### src/rtl/pmf_pkg.sv
package pmf_pkg;
  typedef enum logic [1:0] {
    OP_RD_NEAR = 2'b00,
    OP_RD_FAR  = 2'b01,
    OP_WRITE   = 2'b10,
    OP_IDLE    = 2'b11
  } pmf_op_e;
endpackage

### src/rtl/pmf_addr_form.sv
module pmf_addr_form #(
  parameter int PTR_W  = 16,
  parameter int PAGE_W = 8,
  localparam int ADDR_W = PAGE_W + PTR_W - 1
) (
  input  logic [PTR_W-1:0]  ptr,
  input  logic [PAGE_W-1:0] page,
  input  logic              use_page,
  input  logic              force_lo,
  output logic [ADDR_W-1:0] addr,
  output logic              lane,
  output logic              odd
);
  function automatic logic [ADDR_W-1:0] word_of(input logic [PTR_W-1:0] p,
                                                input logic [PAGE_W-1:0] pg,
                                                input logic up);
    logic [PAGE_W-1:0] hi;
    hi = up ? pg : '0;
    return {hi, p[PTR_W-1:1]};
  endfunction

  always_comb begin
    addr = word_of(ptr, page, use_page);
    odd  = ptr[0];
    lane = force_lo ? 1'b0 : ptr[0];
  end
endmodule

### src/rtl/pmf_ptr_step.sv
module pmf_ptr_step #(
  parameter int PTR_W  = 16,
  parameter int PAGE_W = 8
) (
  input  logic [PTR_W-1:0]  ptr,
  input  logic [PAGE_W-1:0] page,
  input  logic              chain,
  output logic [PTR_W-1:0]  nxt_ptr,
  output logic [PAGE_W-1:0] nxt_page,
  output logic              page_carry
);
  function automatic logic [PTR_W:0] bump(input logic [PTR_W-1:0] p);
    return {1'b0, p} + {{PTR_W{1'b0}}, 1'b1};
  endfunction

  logic [PTR_W:0] sum;

  always_comb begin
    sum        = bump(ptr);
    nxt_ptr    = sum[PTR_W-1:0];
    page_carry = sum[PTR_W] & chain;
    nxt_page   = page + {{(PAGE_W-1){1'b0}}, page_carry};
  end
endmodule

### src/rtl/pmf_lane_pick.sv
module pmf_lane_pick #(
  parameter int BYTE_W = 8,
  parameter int LANES  = 2,
  localparam int SEL_W = (LANES > 1) ? $clog2(LANES) : 1
) (
  input  logic [BYTE_W*LANES-1:0] word,
  input  logic [SEL_W-1:0]        sel,
  output logic [BYTE_W-1:0]       byte_out
);
  logic [BYTE_W-1:0] lane_bytes [LANES];

  for (genvar g = 0; g < LANES; g++) begin : g_lane
    assign lane_bytes[g] = word[g*BYTE_W +: BYTE_W];
  end

  assign byte_out = lane_bytes[sel];
endmodule

### src/rtl/pmf_fetch_unit.sv
module pmf_fetch_unit
  import pmf_pkg::*;
#(
  parameter int PTR_W  = 16,
  parameter int PAGE_W = 8,
  localparam int ADDR_W = PAGE_W + PTR_W - 1
) (
  input  logic              clk,
  input  logic              rst_n,
  input  logic              req,
  input  logic [1:0]        op,
  input  logic              post_inc,
  input  logic [PTR_W-1:0]  ptr_in,
  input  logic [PAGE_W-1:0] page_in,
  output logic [ADDR_W-1:0] mem_addr,
  output logic              mem_lane,
  output logic              mem_rd,
  output logic              mem_wr,
  input  logic [15:0]       mem_word,
  output logic [7:0]        rd_byte,
  output logic              rd_valid,
  output logic              wb_valid,
  output logic [PTR_W-1:0]  wb_ptr,
  output logic [PAGE_W-1:0] wb_page,
  output logic              misalign
);
  pmf_op_e op_e;
  logic    is_rd, is_wr, use_page, far_chain, step_now;
  logic    addr_odd, page_carry;
  logic [PTR_W-1:0]  step_ptr;
  logic [PAGE_W-1:0] step_page;
  logic [7:0]        picked;

  always_comb begin
    op_e      = pmf_op_e'(op);
    is_rd     = req && (op_e == OP_RD_NEAR || op_e == OP_RD_FAR);
    is_wr     = req && (op_e == OP_WRITE);
    use_page  = (op_e == OP_RD_FAR) || (op_e == OP_WRITE);
    far_chain = (op_e == OP_RD_FAR);
    step_now  = is_rd && post_inc;
  end

  pmf_addr_form #(.PTR_W(PTR_W), .PAGE_W(PAGE_W)) u_addr (
    .ptr      (ptr_in),
    .page     (page_in),
    .use_page (use_page),
    .force_lo (is_wr),
    .addr     (mem_addr),
    .lane     (mem_lane),
    .odd      (addr_odd)
  );

  pmf_ptr_step #(.PTR_W(PTR_W), .PAGE_W(PAGE_W)) u_step (
    .ptr        (ptr_in),
    .page       (page_in),
    .chain      (far_chain),
    .nxt_ptr    (step_ptr),
    .nxt_page   (step_page),
    .page_carry (page_carry)
  );

  pmf_lane_pick #(.BYTE_W(8), .LANES(2)) u_pick (
    .word     (mem_word),
    .sel      (mem_lane),
    .byte_out (picked)
  );

  assign mem_rd = is_rd;
  assign mem_wr = is_wr;

  always_ff @(posedge clk or negedge rst_n) begin
    if (!rst_n) begin
      rd_valid <= 1'b0;
      rd_byte  <= '0;
      wb_valid <= 1'b0;
      wb_ptr   <= '0;
      wb_page  <= '0;
      misalign <= 1'b0;
    end else begin
      rd_valid <= is_rd;
      wb_valid <= step_now;
      misalign <= is_wr && addr_odd;
      if (is_rd) rd_byte <= picked;
      if (step_now) begin
        wb_ptr  <= step_ptr;
        wb_page <= step_page;
      end
    end
  end
endmodule


### config.mk
export PLATFORM = sky130hd
export DESIGN_NAME = pmf_fetch_unit
export DESIGN_NICKNAME = d
export VERILOG_FILES = /design/src/rtl/pmf_pkg.sv /design/src/rtl/pmf_addr_form.sv /design/src/rtl/pmf_ptr_step.sv /design/src/rtl/pmf_lane_pick.sv /design/src/rtl/pmf_fetch_unit.sv
export SDC_FILE = /design/constraint.sdc
export NUM_CORES = 1
export LEC_CHECK = 0
export BUFFER_PORTS_ARGS = -buffer_cell sky130_fd_sc_hd__buf_2
export CORE_ASPECT_RATIO = 2
export CORE_MARGIN = 8
export CORE_UTILIZATION = 51
export CTS_BUF_LIST = sky130_fd_sc_hd__clkbuf_8
export CTS_CLUSTER_DIAMETER = 60
export DETAILED_ROUTE_END_ITERATION = 8
export PLACE_DENSITY = 0.88
export RECOVER_POWER = 50
export REMOVE_ABC_BUFFERS = 1
export SETUP_SLACK_MARGIN = 0.5
export SLEW_MARGIN = 20
export SYNTH_ARGS = -nofsm -noshare
export SYNTH_HDL_FRONTEND = slang
export SYNTH_HIERARCHICAL = 1
export SYNTH_SLANG_ARGS = --single-unit
### constraint.sdc
create_clock -name clk -period 1.8 [get_ports clk]
set_clock_uncertainty 0.2 [all_clocks]
set_input_delay 0.18 -clock clk [delete_from_list [all_inputs] [get_ports clk]]
set_output_delay 0.18 -clock clk [all_outputs]
set_load 0.02 [all_outputs]
==> flow_summary_export.csv, run 1 <==
group,metric,value,unit
status,outcome,"finished with violations",
status,violations,"setup timing",
power_and_ir_drop,irDropWorstVdd,599,uV
clock_tree,path_clk_slew,0.07,ns
floorplan,coreArea,4250,um2
place,port_buffers,106,
routing,vias,1987,
timing,worst_hold_slack,0.0450,ns
critical_path,critPathRequiredTime,1.77,ns
synth,postSynthAreaPerCell,12.7,um2
critical_path,r2r_start,"wb_page[3]",
critical_path,crit_chain,"buf_2 -> nand4_2 -> nor2_1 -> and4_4 -> ha_4 -> buf_6 -> and4_4 -> nand4_1 -> xnor2_2 -> mux2_2",
clock_tree,cts_buffers,5,
timing,hold_viol_final,0,
place,hpwl,4.77,mm
critical_path,ff2ff_path_depth,1,
place,place_inst,346,
finish,num-nets-final,370,
routing,drt_wl_total,8.12,mm
critical_path,critical-path-max-stage-delay,0.27,ns
place,place_ws,-0.530,ns
timing,post-route-period-util,1.05,
routing,drc,0,
routing,routedWlPerCell,21.8,um
timing,fin_tns_setup,-0.243,ns
floorplan,die_y,109,um
critical_path,worstPathArrival,1.86,ns
timing,tightestPinTransition,0.908,ns
worst_hold_path,min_to,"misalign",
routing,postRouteAntennaNets,0,
global_routing,antenna_found_initial,0,
global_routing,overflow,0,
critical_path,start_kind,"input port",
timing,timing.final.crit_period,1.89,ns
floorplan,io_pins,107,
global_routing,grt_pass1_wl,12.1,mm
worst_hold_path,whs_path_depth,2,
critical_path,critPathTopFamily,"simple AND/OR/NAND/NOR gates",
worst_hold_path,min-delay-start,"req",
power_and_ir_drop,p_per_area,791,nW/um2
synth,yosysWarnings,6,
synth,synth_seq_cells,35,
floorplan,dieArea,6780,um2
place,gp_congestion,0.753,
clock_tree,cts_tree,"built",
timing,rsz0062_at_grt,"true",
clock_tree,cts_root_buf,"clkbuf_8",
clock_tree,clkSinkCount,35,
floorplan,row_count,34,
routing,vias_per_cell,5.34,
timing,slew_violations,0,
critical_path,path_common_cell,"and4_4",
floorplan,start_util,0.515,
power_and_ir_drop,p_leak,0.00183,uW
finish,layout.cells.non_filler,372,
routing,drt-pass1-iter-count,4,
critical_path,path_class,"in2reg",
critical_path,worstPathMaxFanout,3,
clock_tree,max-clock-path-buffers,2,
global_routing,grt_max_degree,36,
critical_path,r2r_slack,0.80,ns
global_routing,first_global_vias,2321,
synth,ys_seq_area_frac,0.400,
synth,yosys.cell_types.count,27,
timing,slew_headroom,0.394,
synth,synth_edf_count,0,
worst_hold_path,hold_path.class,"in2reg",
finish,drive_above_1_share,0.689,
floorplan,dieWidth,62.3,um
synth,ys_async_sr_fraction,1.00,
synth,synth_top_flop_cell,"dfrtp_1",
routing,drt_iter0_markers,86,
critical_path,crit_buf_inv,2,
synth,syn_inst,172,
timing,fmax,0.529,GHz
job,maxCapViolCount,0,
global_routing,track_usage,0.226,
critical_path,r2r-end,"wb_page[3]",
critical_path,worst_setup_path_end_kind,"flip-flop",
timing,setup_ws,-0.0917,ns
clock_tree,h-tree-depth,2,
finish,diodes,0,
timing,finalSetupViolations,3,
critical_path,cp_slowest_cell,"mux2_2",
finish,syn_to_final_growth,61.9,%
synth,syn-cell-area,2190,um2
clock_tree,clk_latency,0.28,ns
[power breakdown]
part           leakage [uW]  switching, uW  internal, uW
Sequential         0.000419            113           952
Clock             0.0000470            285           300
Combinational       0.00137            595           558
[registers in the layout, summed over array words and instances (netlist names)]
name,flops
misalign,1
rd_byte,8
rd_valid,1
wb_page,8
wb_ptr,16
wb_valid,1
[logic make-up (layout without fill, tap and decap cells)]
| group | Yosys count | in the layout | synth area share |
|---|---|---|---|
| flip-flops | 35 | 35 | 0.400 |
| adder cells (fa/ha/maj) | 6 | 6 | 0.0343 |
| XOR/XNOR | 20 | 20 | 0.0800 |
| buffers and inverters | 26 | 172 | 0.0902 |
| AND/OR/NAND/NOR | 43 | 43 | 0.130 |
| AO/OA/AOI/OAI | 2 | 2 | 0.0137 |
| multiplexers | 40 | 40 | 0.252 |
[per-stage QoR]
stage / total power (uW) / area (um2) / util
finish: 2800 / 3550 / 0.834
global route: 2900 / 3550 / 0.834
CTS: 2770 / 3460 / 0.814
detailed placement: 2040 / 2890 / 0.679
global placement: 2000 / 2890 / 0.679
floorplan: 1590 / 2020 / -
[cell usage after synthesis (3+ instances only)]
cell type  count  area (um2)
and2_1         8        50.1
mux2_4        27         405
mux2_2        13         146
xor2_1        12         105
dfrtp_1       35         876
nor2_1         5        18.8
nand4_2        3        37.5
nand2_1        5        18.8
buf_4         16         120
xnor2_1        8        70.1
nor3_1         3        15.0
nand3_1        6        30.0
inv_1          7        26.3
ha_1           6        75.1
nor4_2         3        37.5
[what timing repair did]
| action | in CTS | in global routing |
|---|---|---|
| hold buffers | 1 | 0 |
| gates resized for setup | 93 | 15 |
| hold endpoints to repair | 35 | 0 |
| pin swaps | 19 | 11 |
| buffers inserted | 7 | 8 |
| gates cloned | 3 | 0 |
| setup endpoints to repair | 43 | 43 |
[cell usage in the layout (no fill, tap or decap), types with 5 or more instances in the layout]
cell type | netlist | final
and2_4 | 0 | 9
clkbuf_8 | 0 | 6
xnor2_1 | 8 | 5
ha_4 | 0 | 5
mux2_4 | 27 | 39
clkbuf_1 | 0 | 25
buf_2 | 0 | 66
xor2_1 | 12 | 12
buf_6 | 1 | 24
buf_4 | 16 | 32
dfrtp_1 | 35 | 35
[worst max-delay path by stage]
stage,from,to,slack [ns],depth (start not counted)
floorplan,op[0],rd_byte[0],-0.64,6
finish,ptr_in[11],wb_page[7],-0.09,10
global route,ptr_in[11],wb_page[7],-0.13,10
CTS,ptr_in[1],wb_page[7],-0.02,11
detailed placement,ptr_in[1],wb_page[6],-0.53,11
global placement,ptr_in[0],wb_page[6],-0.45,11
[final cells by class]
type,count,area [um2]
multi-input combinational,111,1350
timing repair buffer,158,1120
sequential,35,876
fill,240,708
clock buffer,6,82.6
tap,54,67.6
inverter,7,36.3
clock inverter,1,5.00
[metal layers]
| metal | track usage | vias up | wire [um] |
|---|---|---|---|
| met4 | 0.0920 | 0 | 209 |
| met5 | 0 | - | 0 |
| li1 | - | 870 | - |
| met3 | 0.0700 | 23 | 611 |
| met2 | 0.424 | 140 | 4230 |
| met1 | 0.224 | 954 | 3060 |
(Power assumes the default switching activity.)
==> run 2, diff against run 1 <==
--- a/config.mk
+++ b/config.mk
@@ -12,10 +12,12 @@
 export CTS_BUF_LIST = sky130_fd_sc_hd__clkbuf_8
 export CTS_CLUSTER_DIAMETER = 60
 export DETAILED_ROUTE_END_ITERATION = 8
+export MAX_ROUTING_LAYER = met4
 export PLACE_DENSITY = 0.88
 export RECOVER_POWER = 50
 export REMOVE_ABC_BUFFERS = 1
 export SETUP_SLACK_MARGIN = 0.5
+export SKIP_LAST_GASP = 1
 export SLEW_MARGIN = 20
 export SYNTH_ARGS = -nofsm -noshare
 export SYNTH_HDL_FRONTEND = slang
==> run 2 against run 1 <==
  * The run still ends with setup timing left
  * Sequential share of layout area rose by 0.63 points
  * Hold slack lost 0.00087 ns
  * Register-to-register slack hardly changed
  * Cell area is 2.5% lower
  * Routed wire length shrank 5.6%
  * Setup slack better by 0.059 ns
  * Die area did not move
  * Flip-flop and latch count stayed put
  * Via count down 2.0%
  * Maximum frequency rose by 3.2%
  * Combinational power hardly changed
  * Critical path type unchanged
==> flow_summary_export.csv, run 2 (synthesis gave the netlist of run 1 again) <==
group,metric,value,unit
finish,layout.cells.non_filler,367,
power_and_ir_drop,irDropWorstVdd,660,uV
global_routing,track_usage,0.230,
routing,drt_iter0_markers,65,
finish,reg_top3,"wb_ptr: 16 flops, rd_byte: 8 flops, wb_page: 8 flops",
critical_path,r2r-end,"wb_page[3]",
timing,post-route-period-util,1.02,
worst_hold_path,whs_path_depth,2,
place,port_buffers,106,
floorplan,start_util,0.515,
floorplan,dieArea,6780,um2
clock_tree,max-clock-path-buffers,2,
worst_hold_path,min-delay-start,"req",
floorplan,row_count,34,
finish,regMostFlops,"wb_ptr",
global_routing,overflow,0,
routing,vias,1948,
critical_path,r2r_slack,0.81,ns
finish,num-nets-final,365,
timing,timing.final.crit_period,1.83,ns
power_and_ir_drop,totalPowerFinal,2770,uW
finish,diodes,0,
finish,layout_common_cells,"67 x buf_2, 35 x dfrtp_1, 34 x mux2_4",
clock_tree,cts_root_buf,"clkbuf_8",
place,place_ws,-0.530,ns
finish,drive_above_1_share,0.674,
timing,tightestPinTransition,0.878,ns
finish,final_common_cell,"buf_2",
timing,slew_headroom,0.415,
critical_path,ff2ff_path_depth,1,
floorplan,dieWidth,62.3,um
place,gp_congestion,0.763,
status,outcome,"finished with violations",
timing,setup_ws,-0.0324,ns
routing,drt_wl_total,7.66,mm
clock_tree,path_clk_slew,0.06,ns
floorplan,coreArea,4250,um2
place,hpwl,4.77,mm
routing,postRouteAntennaNets,0,
timing,finalSetupViolations,2,
power_and_ir_drop,p_leak,0.00175,uW
worst_hold_path,hold_path.class,"in2reg",
global_routing,antenna_found_initial,0,
finish,largest_register_ffs,16,
floorplan,die_y,109,um
critical_path,critPathRequiredTime,1.77,ns
global_routing,first_global_vias,2357,
floorplan,io_pins,107,
routing,drt-pass1-iter-count,4,
status,violations,"setup timing",
clock_tree,cts_buffers,5,
clock_tree,clk_latency,0.29,ns
global_routing,grt_pass1_wl,11.8,mm
place,place_inst,346,
routing,vias_per_cell,5.31,
timing,rsz0062_at_grt,"true",
critical_path,worst_setup_path_end_kind,"flip-flop",
finish,syn_to_final_growth,57.8,%
critical_path,start_kind,"input port",
routing,drc,0,
critical_path,worstPathArrival,1.80,ns
clock_tree,cts_tree,"built",
timing,hold_viol_final,0,
job,maxCapViolCount,0,
global_routing,grt_max_degree,36,
timing,slew_violations,0,
routing,routedWlPerCell,20.9,um
critical_path,worstPathMaxFanout,2,
critical_path,path_class,"in2reg",
power_and_ir_drop,p_per_area,800,nW/um2
timing,fmax,0.546,GHz
critical_path,r2r_start,"wb_page[3]",
worst_hold_path,min_to,"misalign",
clock_tree,h-tree-depth,2,
clock_tree,clkSinkCount,35,
## run 2: cell types whose count changed in the layout (fill, tap and decap cells not counted), sizes merged
cell,previous run,this run
buf,131,126
## run 2: where the power goes
part,total [uW],leakage (uW),internal [uW],switching (uW)
combinational,1120,0.00129,541,583
clock,583,0.0000470,300,283
sequential,1060,0.000419,952,107
total,2770,0.00175,1790,972
## run 2: per-layer routing
layer / global-route usage / vias to the layer above / share of wire
li1: - / 855 / -
met1: 0.217 / 935 / 0.38
met2: 0.404 / 128 / 0.51
met3: 0.0628 / 30 / 0.066
met4: 0.148 / 0 / 0.046
met5: - / - / 0
## run 2: what timing repair did
item	in CTS	in global routing
hold endpoints to repair	35	0
endpoints found under the setup margin	43	43
hold buffers	1	0
gates cloned	3	0
resized for setup	81	15
pin swaps	17	6
buffers inserted	7	3
## run 2: area by class of cell
cell class | count | area, um2
tap | 54 | 67.6
multi-input combinational | 111 | 1310
clock buffer | 6 | 82.6
sequential | 35 | 876
timing repair buffer | 153 | 1080
fill | 256 | 797
clock inverter | 1 | 5.00
inverter | 7 | 33.8
## run 2: critical path, cell delays in order
cell	delay, ns
buf_8	0.08
ha_4	0.14
nand4_4	0.10
nor2_4	0.12
and4_4	0.23
ha_4	0.14
ha_4	0.13
and3_4	0.20
nand3_4	0.09
xnor2_2	0.13
mux2_4	0.26
## run 2: how the worst max path moves through the flow
stage,startpoint,to,slack [ns],depth (start not counted)
floorplan,op[0],rd_byte[0],-0.64,6
global placement,ptr_in[0],wb_page[6],-0.45,11
detailed placement,ptr_in[1],wb_page[6],-0.53,11
CTS,ptr_in[1],wb_page[7],-0.02,11
global route,ptr_in[1],wb_page[6],-0.09,11
finish,ptr_in[1],wb_page[6],-0.03,11
## run 2: through the flow
step	utilization	TNS, ns	instance area [um2]	hold slack [ns]
2_1_floorplan	-	-7.44	2020	-0.316
3_3_place_gp	0.679	-3.60	2890	0.0313
3_5_place_dp	0.679	-4.31	2890	0.0491
4_1_cts	0.804	-0.0404	3420	0.0364
5_1_grt	0.813	-0.210	3460	0.0478
6_report	0.813	-0.0455	3460	0.0441
